===== src/rtl/audio_ser_pkg.sv =====
package audio_ser_pkg;

  typedef enum logic [1:0] {
    FMT_LJ  = 2'b00,
    FMT_I2S = 2'b01,
    FMT_TDM = 2'b10,
    FMT_RSV = 2'b11
  } fmt_e;

endpackage


===== src/rtl/fs_frame_ctl.sv =====
module fs_frame_ctl
  import audio_ser_pkg::*;
(
  input  logic       bclk,
  input  logic       rst,
  input  logic       fs,
  input  logic [1:0] fmt_sel,
  output fmt_e       fmt_eff,
  output logic       frame_start,
  output logic       half_start,
  output logic       running
);

  logic fs_q;
  fmt_e fmt_act;
  logic run_q;
  logic fs_rise, fs_fall, fmt_bound;

  always_comb begin
    fs_rise   = fs & ~fs_q;
    fs_fall   = ~fs & fs_q;
    // the framing in force decides which edge is its frame boundary
    fmt_bound = (fmt_act == FMT_I2S) ? fs_fall : fs_rise;
    fmt_eff   = fmt_bound ? fmt_e'(fmt_sel) : fmt_act;
    frame_start = ((fmt_eff == FMT_TDM || fmt_eff == FMT_LJ) && fs_rise) ||
                  ((fmt_eff == FMT_I2S) && fs_fall);
    half_start  = ((fmt_eff == FMT_LJ) && fs_fall) ||
                  ((fmt_eff == FMT_I2S) && fs_rise);
    running     = run_q | frame_start;
  end

  always_ff @(negedge bclk) begin
    fs_q <= fs;  // tracked through reset: no false edge afterwards
    if (rst) begin
      fmt_act <= FMT_RSV;
      run_q   <= 1'b0;
    end else begin
      if (fmt_bound)   fmt_act <= fmt_e'(fmt_sel);
      if (frame_start) run_q   <= 1'b1;
    end
  end

  // the latched format only moves on a frame boundary
  p_fmt_hold_r8: assert property (@(negedge bclk) disable iff (rst)
    !fmt_bound |=> (fmt_act == $past(fmt_act)));

  // a frame and a half cannot open on the same edge
  p_seg_excl_r4: assert property (@(negedge bclk) disable iff (rst)
    $onehot0({frame_start, half_start}));

endmodule


===== src/rtl/smp_hold.sv =====
module smp_hold #(
  parameter int N_CH     = 4,
  parameter int SAMPLE_W = 24
) (
  input  logic                     bclk,
  input  logic                     rst,
  input  logic                     load,
  input  logic [N_CH*SAMPLE_W-1:0] din,
  input  logic                     capture,
  output logic [N_CH*SAMPLE_W-1:0] words
);

  localparam int BUS_W = N_CH * SAMPLE_W;

  logic [BUS_W-1:0] stage_q;
  logic [BUS_W-1:0] hold_q;

  // at the opening edge the fresh staging contents are used directly
  assign words = capture ? stage_q : hold_q;

  always_ff @(negedge bclk) begin
    if (rst) begin
      stage_q <= '0;
      hold_q  <= '0;
    end else begin
      if (load)    stage_q <= din;
      if (capture) hold_q  <= stage_q;
    end
  end

  // frame data frozen between frame starts
  p_hold_steady_r7: assert property (@(negedge bclk) disable iff (rst)
    !capture |=> $stable(hold_q));

endmodule


===== src/rtl/bit_shifter.sv =====
module bit_shifter
  import audio_ser_pkg::*;
#(
  parameter int N_CH     = 4,
  parameter int SAMPLE_W = 24,
  parameter int SLOT_W   = 32
) (
  input  logic                     bclk,
  input  logic                     rst,
  input  fmt_e                     fmt_eff,
  input  logic                     frame_start,
  input  logic                     half_start,
  input  logic                     running,
  input  logic [N_CH*SAMPLE_W-1:0] words,
  output logic [N_CH/2-1:0]        sdout
);

  localparam int PINS       = N_CH / 2;
  localparam int FRAME_BITS = N_CH * SLOT_W;
  localparam int POS_W      = $clog2(FRAME_BITS + 1);
  localparam int IDX_W      = $clog2(N_CH * SAMPLE_W);

  logic [POS_W-1:0] pos_q, pos_use;
  logic             half_q, half_use;
  logic [PINS-1:0]  nxt;
  int               pu;

  // bit d (0 = MSB) of channel ch; out-of-range positions are padding
  function automatic logic pick(input logic [N_CH*SAMPLE_W-1:0] w,
                                input int ch, input int d);
    int idx;
    if (d < 0 || d >= SAMPLE_W || ch >= N_CH) return 1'b0;
    idx = ch * SAMPLE_W + SAMPLE_W - 1 - d;
    return w[IDX_W'(idx)];
  endfunction

  always_comb begin
    pos_use  = (frame_start || half_start) ? '0 : pos_q;
    half_use = half_start ? 1'b1 : (frame_start ? 1'b0 : half_q);
    pu       = int'(pos_use);
    nxt      = '0;
    if (running) begin
      for (int p = 0; p < PINS; p++) begin
        case (fmt_eff)
          FMT_TDM: nxt[p] = (p == 0) ? pick(words, pu / SLOT_W, pu % SLOT_W) : 1'b0;
          FMT_LJ:  nxt[p] = pick(words, 2 * p + int'(half_use), pu);
          FMT_I2S: nxt[p] = pick(words, 2 * p + int'(half_use), pu - 1);
          default: nxt[p] = 1'b0;
        endcase
      end
    end
  end

  always_ff @(negedge bclk) begin
    if (rst) begin
      pos_q  <= '0;
      half_q <= 1'b0;
      sdout  <= '0;
    end else begin
      pos_q  <= (pos_use == POS_W'(FRAME_BITS)) ? pos_use : pos_use + 1'b1;
      half_q <= half_use;
      sdout  <= nxt;
    end
  end

  // only the first pin carries data in TDM
  p_tdm_side_low_r3: assert property (@(negedge bclk) disable iff (rst)
    (fmt_eff == FMT_TDM) |=> (sdout[PINS-1:1] == '0));

  // slot padding after the sample bits
  p_tdm_pad_r2: assert property (@(negedge bclk) disable iff (rst)
    (fmt_eff == FMT_TDM && (pu % SLOT_W) >= SAMPLE_W) |=> (sdout[0] == 1'b0));

  // reserved framing keeps the pins quiet
  p_rsv_quiet_r9: assert property (@(negedge bclk) disable iff (rst)
    (fmt_eff == FMT_RSV) |=> (sdout == '0));

  // pins are clear when reset is released
  p_rst_clear_r10: assert property (@(negedge bclk) disable iff (rst)
    $fell(rst) |-> (sdout == '0));

endmodule


===== src/rtl/audio_serial_port.sv =====
module audio_serial_port
  import audio_ser_pkg::*;
#(
  parameter int N_CH     = 4,
  parameter int SAMPLE_W = 24,
  parameter int SLOT_W   = 32
) (
  input  logic                     bclk,
  input  logic                     rst,
  input  logic                     fs,
  input  logic [1:0]               fmt_sel,
  input  logic                     smp_load,
  input  logic [N_CH*SAMPLE_W-1:0] smp_data,
  output logic [N_CH/2-1:0]        sdout
);

  localparam int BUS_W = N_CH * SAMPLE_W;

  fmt_e             fmt_eff;
  logic             frame_start;
  logic             half_start;
  logic             running;
  logic [BUS_W-1:0] words;

  fs_frame_ctl u_ctl (
    .bclk        (bclk),
    .rst         (rst),
    .fs          (fs),
    .fmt_sel     (fmt_sel),
    .fmt_eff     (fmt_eff),
    .frame_start (frame_start),
    .half_start  (half_start),
    .running     (running)
  );

  smp_hold #(.N_CH(N_CH), .SAMPLE_W(SAMPLE_W)) u_hold (
    .bclk    (bclk),
    .rst     (rst),
    .load    (smp_load),
    .din     (smp_data),
    .capture (frame_start),
    .words   (words)
  );

  bit_shifter #(.N_CH(N_CH), .SAMPLE_W(SAMPLE_W), .SLOT_W(SLOT_W)) u_shift (
    .bclk        (bclk),
    .rst         (rst),
    .fmt_eff     (fmt_eff),
    .frame_start (frame_start),
    .half_start  (half_start),
    .running     (running),
    .words       (words),
    .sdout       (sdout)
  );

endmodule


===== config.mk =====
export PLATFORM = sky130hd
export DESIGN_NAME = audio_serial_port
export DESIGN_NICKNAME = d
export VERILOG_FILES = /design/src/rtl/audio_ser_pkg.sv /design/src/rtl/fs_frame_ctl.sv /design/src/rtl/smp_hold.sv /design/src/rtl/bit_shifter.sv /design/src/rtl/audio_serial_port.sv
export SDC_FILE = /design/constraint.sdc
export NUM_CORES = 1
export LEC_CHECK = 0
export ABC_AREA = 1
export ABC_CLOCK_PERIOD_IN_PS = 11910
export BUFFER_PORTS_ARGS = -buffer_cell sky130_fd_sc_hd__buf_2
export CORE_ASPECT_RATIO = 0.9
export CORE_UTILIZATION = 55
export DETAILED_ROUTE_END_ITERATION = 7
export GPL_ROUTABILITY_DRIVEN = 1
export PLACE_DENSITY_LB_ADDON = 0.1
export REMOVE_ABC_BUFFERS = 1
export SYNTH_ARGS = -nofsm -noshare
export SYNTH_HDL_FRONTEND = slang
export SYNTH_HIERARCHICAL = 1
export SYNTH_SLANG_ARGS = --single-unit

===== constraint.sdc =====
create_clock -name bclk -period 11.91 [get_ports bclk]
set_input_delay 1.7865 -clock bclk [delete_from_list [all_inputs] [get_ports bclk]]
set_output_delay 1.7865 -clock bclk [all_outputs]
set_load 0.01 [all_outputs]

* After elaboration in Yosys (flattened, before gate mapping)
Cells that the tools add are included.
** Cells by class
- Reductions and logical operators :: 17
- Mux-type cells :: 49
- $add $sub $neg :: 14
- Equal/unequal tests :: 4
- Shift-type cells :: 0
- Bitwise gates (word level) :: 6
- Order comparisons :: 13
- Multipliers :: 3
- Divide/modulo/power cells :: 0
** Operators with widths (number)
- 96-bit two-way mux :: 1
- 7-bit by 9-bit less-than comparator with 1-bit output (second input constant) :: 5
- 1-bit two-way mux :: 38
- 1-bit binary-select mux with 7-bit select :: 5
- 32-bit by 4-bit >= comparator with 1-bit output (second input constant) :: 1
- 32-bit by 3-bit multiplier with 4-bit output (second input constant) :: 1
- 7-bit subtractor :: 4
- 7-bit by 2-bit subtractor with 7-bit output (second input constant) :: 3
- 8-bit two-way mux :: 2
- 7-bit by 6-bit adder with 7-bit output (second input constant) :: 2
- 1-bit logical OR :: 11
- 9-bit by 6-bit >= comparator with 1-bit output (second input constant) :: 1
- 9-bit by 1-bit less-than comparator with 1-bit output (second input constant) :: 1
- 8-bit by 1-bit subtractor with 9-bit output (second input constant) :: 1
- 8-bit by 1-bit adder with 8-bit output (second input constant) :: 1
- 8-bit equality test (second input constant) :: 1
- 8-bit by 5-bit >= comparator with 1-bit output (second input constant) :: 1
- 7-bit by 5-bit adder with 7-bit output (second input constant) :: 1
- 7-bit by 6-bit subtractor with 7-bit output :: 1
- 5-bit >= comparator (second input constant) :: 1
- 5-bit by 1-bit less-than comparator with 1-bit output (second input constant) :: 1
- 2-bit by 1-bit equality test with 1-bit output (second input constant) :: 2
- 1-bit logical AND :: 4
- 3-bit by 2-bit multiplier with 4-bit output (second input constant) :: 1
- 13 further kinds :: 16
** Word-level totals
- Register bits :: 207
- Latch bits :: 0
- Word-level logic and storage cells :: 114
- Memories :: 0
- Input port bits :: 102
- RAM bits :: 0
- Memory bits (read-only) :: 0

* Logic depth before layout (Yosys ltp)
- Depth after elaboration :: 20
- Mapped depth :: 30
- Depth with buffers taken out :: 28

* Modules after synthesis
The synthesis kept the hierarchy.
** Modules (own cells, without submodules)
- smp_hold :: instances 1, area each 8021.4 um^2, cells each 1218, sequential area each 3843.7 um^2
- bit_shifter :: instances 1, area each 3814.9 um^2, cells each 758, sequential area each 220.2 um^2
- fs_frame_ctl :: instances 1, area each 255.2 um^2, cells each 37, sequential area each 80.1 um^2

==> results.json <==
{
  "critical-path-max-stage-delay_ns": 0.57,
  "dpl_cell_area_mm2": 0.0126,
  "ys_warn_count": 6,
  "layout_commonest_cell": "inv_1",
  "design.die.area_mm2": 0.0226,
  "timing.slew.headroom_pct": 19.1,
  "maxSlewViolCount": 0,
  "initial_core_util_pct": 56.1,
  "end_kind": "flop",
  "syn_area_per_cell_um2": 6.01,
  "p_leak_nw": 8.45,
  "cts-root-buf": "clkbuf_16",
  "crit_slowest_cell": "o31ai_1",
  "setup_slack_ns": 0.884,
  "die_h_um": 143,
  "hold_buffers": 0,
  "antenna_left": 0,
  "clkLatencyLatePin_ns": 0.58,
  "arrival_ns": 5.54,
  "antenna_cells": 0,
  "final_cell_mix": "586 x inv_1, 547 x nand2_1, 273 x nor2_1",
  "cp-start-kind": "input pin",
  "startpoint": "fs",
  "rr_endpoint": "u_shift/sdout[0]",
  "grt_pass1_vias": 11606,
  "worstSetupPathType": "input pin to flop",
  "r2r_start": "u_ctl/fmt_act[0]",
  "wl_um": 31200,
  "fin_area_mm2": 0.0143,
  "cts_inserted_buffers": 24,
  "crit_chain": "buf_2 -> inv_1 -> nand2_1 -> nand2_2 -> nand2_2 -> nor2_4 -> nor2_4 -> o31ai_1 -> nor2_4 -> nand2_2 -> inv_1 -> ha_1 -> fa_1 -> inv_1 -> fa_1 -> xnor2_1 -> nor2_1 -> nand3_1 -> nand2_1 -> nand2_1 -> nand3_1 -> nand2_1 -> inv_1",
  "cts_htree_levels": 1,
  "wire_per_inst_um": 12.1,
  "max-cap-violations": 0,
  "grt_overflow": 0,
  "synthDistinctLibCells": 38,
  "hp-class": "flop to flop",
  "num_vias": 12467,
  "min-delay-start": "u_hold/stage_q[64]",
  "drc": 0,
  "synthFlopType": "dfxtp_1",
  "cts_setup_buffers": 0,
  "synth-seq-area-share_pct": 34.3,
  "track_usage_pct": 28.0,
  "cp.required_ns": 6.42,
  "syn_inst": 2013,
  "finalHoldViolCount": 0,
  "synthesis.area_mm2": 0.0121,
  "reg2reg_depth": 21,
  "grt_start_max_net_pins": 97,
  "place_hpwl_um": 20400,
  "firstDrtPassIters": 5,
  "port_buffers": 103,
  "via_per_inst": 4.84,
  "antenna_found_initial": 0,
  "ctsResizeCount": 0,
  "cp.buffers_inverters": 5,
  "core.rowCount": 51,
  "outcome": "completed",
  "crit_family": "simple AND/OR/NAND/NOR gates",
  "post-place-ws_ns": 0.295,
  "finalPower_mw": 2.40,
  "synth-seq-cells": 207,
  "fin_hold_ws_ns": 0.489,
  "finClkSkew_ns": 0.0207,
  "core_area_mm2": 0.0216,
  "synthToLayoutAreaGrowth_pct": 17.9,
  "finalSetupViolations": 0,
  "cts_tree": "done",
  "tightest_slew_ns": 1.21,
  "die_x_um": 158,
  "min_to": "u_hold/stage_q[64]",
  "rsz0062_at_grt": "no",
  "reg2reg_slack_ns": 7.88,
  "drive_above_1_share_pct": 11.0,
  "path_max_fanout": 12,
  "synth_edf_count": 0,
  "path_clk_slew_ns": 0.03,
  "place_congestion": 0.960,
  "min_path_cells": 2,
  "cellPowerDensity_mw_per_mm2": 168,
  "fill_cells": 2079,
  "drt_iter0_markers": 947,
  "ioPinCount": 104,
  "peakVddDrop_mv": 0.152,
  "final_nets": 2387,
  "clock_path_buffers": 3,
  "grt_pass1_wl_um": 51500,
  "async_flop_share_pct": 0,
  "cts_sinks": 207
}
-- kinds of logic (layout without fill, tap and decap cells) --
kind of cell	after synthesis	after routing	synth area share [%]
simple gates	1125	1125	39.1
buf+inv	504	774	17.2
flops	207	207	34.3
compound gates	148	148	6.41
fa+ha+maj	20	20	2.26
xor+xnor	9	9	0.714
-- Yosys cell counts, types with 6 or more instances --
cell type	count	area [µm²]
dfxtp_1	207	4140
nand3b_1	6	45.0
inv_2	20	75.1
xor2_1	6	52.6
o211ai_1	8	60.1
nor2_1	273	1020
nand2_2	11	68.8
buf_2	47	235
a21oi_1	26	130
inv_1	377	1420
buf_4	10	75.1
ha_1	17	213
nor2_2	41	257
nand2_1	548	2060
clkbuf_1	32	120
nand3_1	227	1140
o21ai_0	105	526
buf_6	12	135
-- state kept, by name, summed over array words and instances (netlist names) --
signal	cells
u_ctl/fmt_act	2
u_shift/sdout	2
u_ctl/fs_q	1
u_hold/stage_q	96
u_hold/hold_q	96
u_shift/half_q	1
u_shift/pos_q	8
u_ctl/run_q	1
-- cell type report --
cell class	instances	area [µm²]	share of cell area (%)
Multi-Input combinational cell	1302	5870	41.2
Sequential cell	207	4150	29.1
Inverter	396	1490	10.4
Clock inverter	226	1040	7.32
Timing Repair Buffer	127	721	5.06
Clock buffer	25	626	4.39
Tap cell	291	364	2.55
-- how the worst max path moves through the flow --
| stage | to | slack (ns) | cells past startpoint |
|---|---|---|---|
| 3_3_place_gp | u_shift/sdout[0] | 0.43 | 23 |
| 2_1_floorplan | u_shift/sdout[0] | -2.12 | 24 |
| 6_report | u_shift/sdout[0] | 0.88 | 23 |
| 4_1_cts | u_shift/sdout[0] | 0.89 | 23 |
| 3_5_place_dp | u_shift/sdout[0] | 0.30 | 23 |
| 5_1_grt | u_shift/sdout[0] | 0.56 | 23 |
-- stage by stage --
| step | instances | TNS (ns) | util, % |
|---|---|---|---|
| after detailed placement | 2326 | 0 | 58.4 |
| after floorplan | 1908 | -10.28 | - |
| after CTS | 2574 | 0 | 66.1 |
| after global routing | 2574 | 0 | 66.1 |
| final | 2574 | 0 | 66.1 |
| after global placement | 2326 | 0 | 58.4 |
-- layer usage --
layer	global-route usage (%)	vias up	part of all wire [%]
met1	35.9	5601	48
met4	10.9	0	1.5
met2	44.8	311	45
met3	6.95	37	5.8
li1	-	6518	-
met5	0	-	0
-- worst reg2reg max path: stages, from the launching register on --
cell and delay [ns]:
dfxtp_1 0.36, nand2_1 0.08, nand2_2 0.09, nand2_2 0.07, nor2_4 0.13, nor2_4 0.07
o31ai_1 0.57, nor2_4 0.19, nand2_2 0.27, inv_1 0.18, ha_1 0.27, fa_1 0.56
inv_1 0.06, fa_1 0.42, xnor2_1 0.20, nor2_1 0.06, nand3_1 0.08, nand2_1 0.05
nand2_1 0.05, nand3_1 0.08, nand2_1 0.06, inv_1 0.03
-- power by group --
part	total (mW)	switching (mW)	internal [mW]
clock	1.10	0.474	0.624
combinational	0.537	0.361	0.175
sequential	0.765	0.0173	0.747
total	2.40	0.853	1.55
No activity file was read; power rests on OpenSTA's default activity.
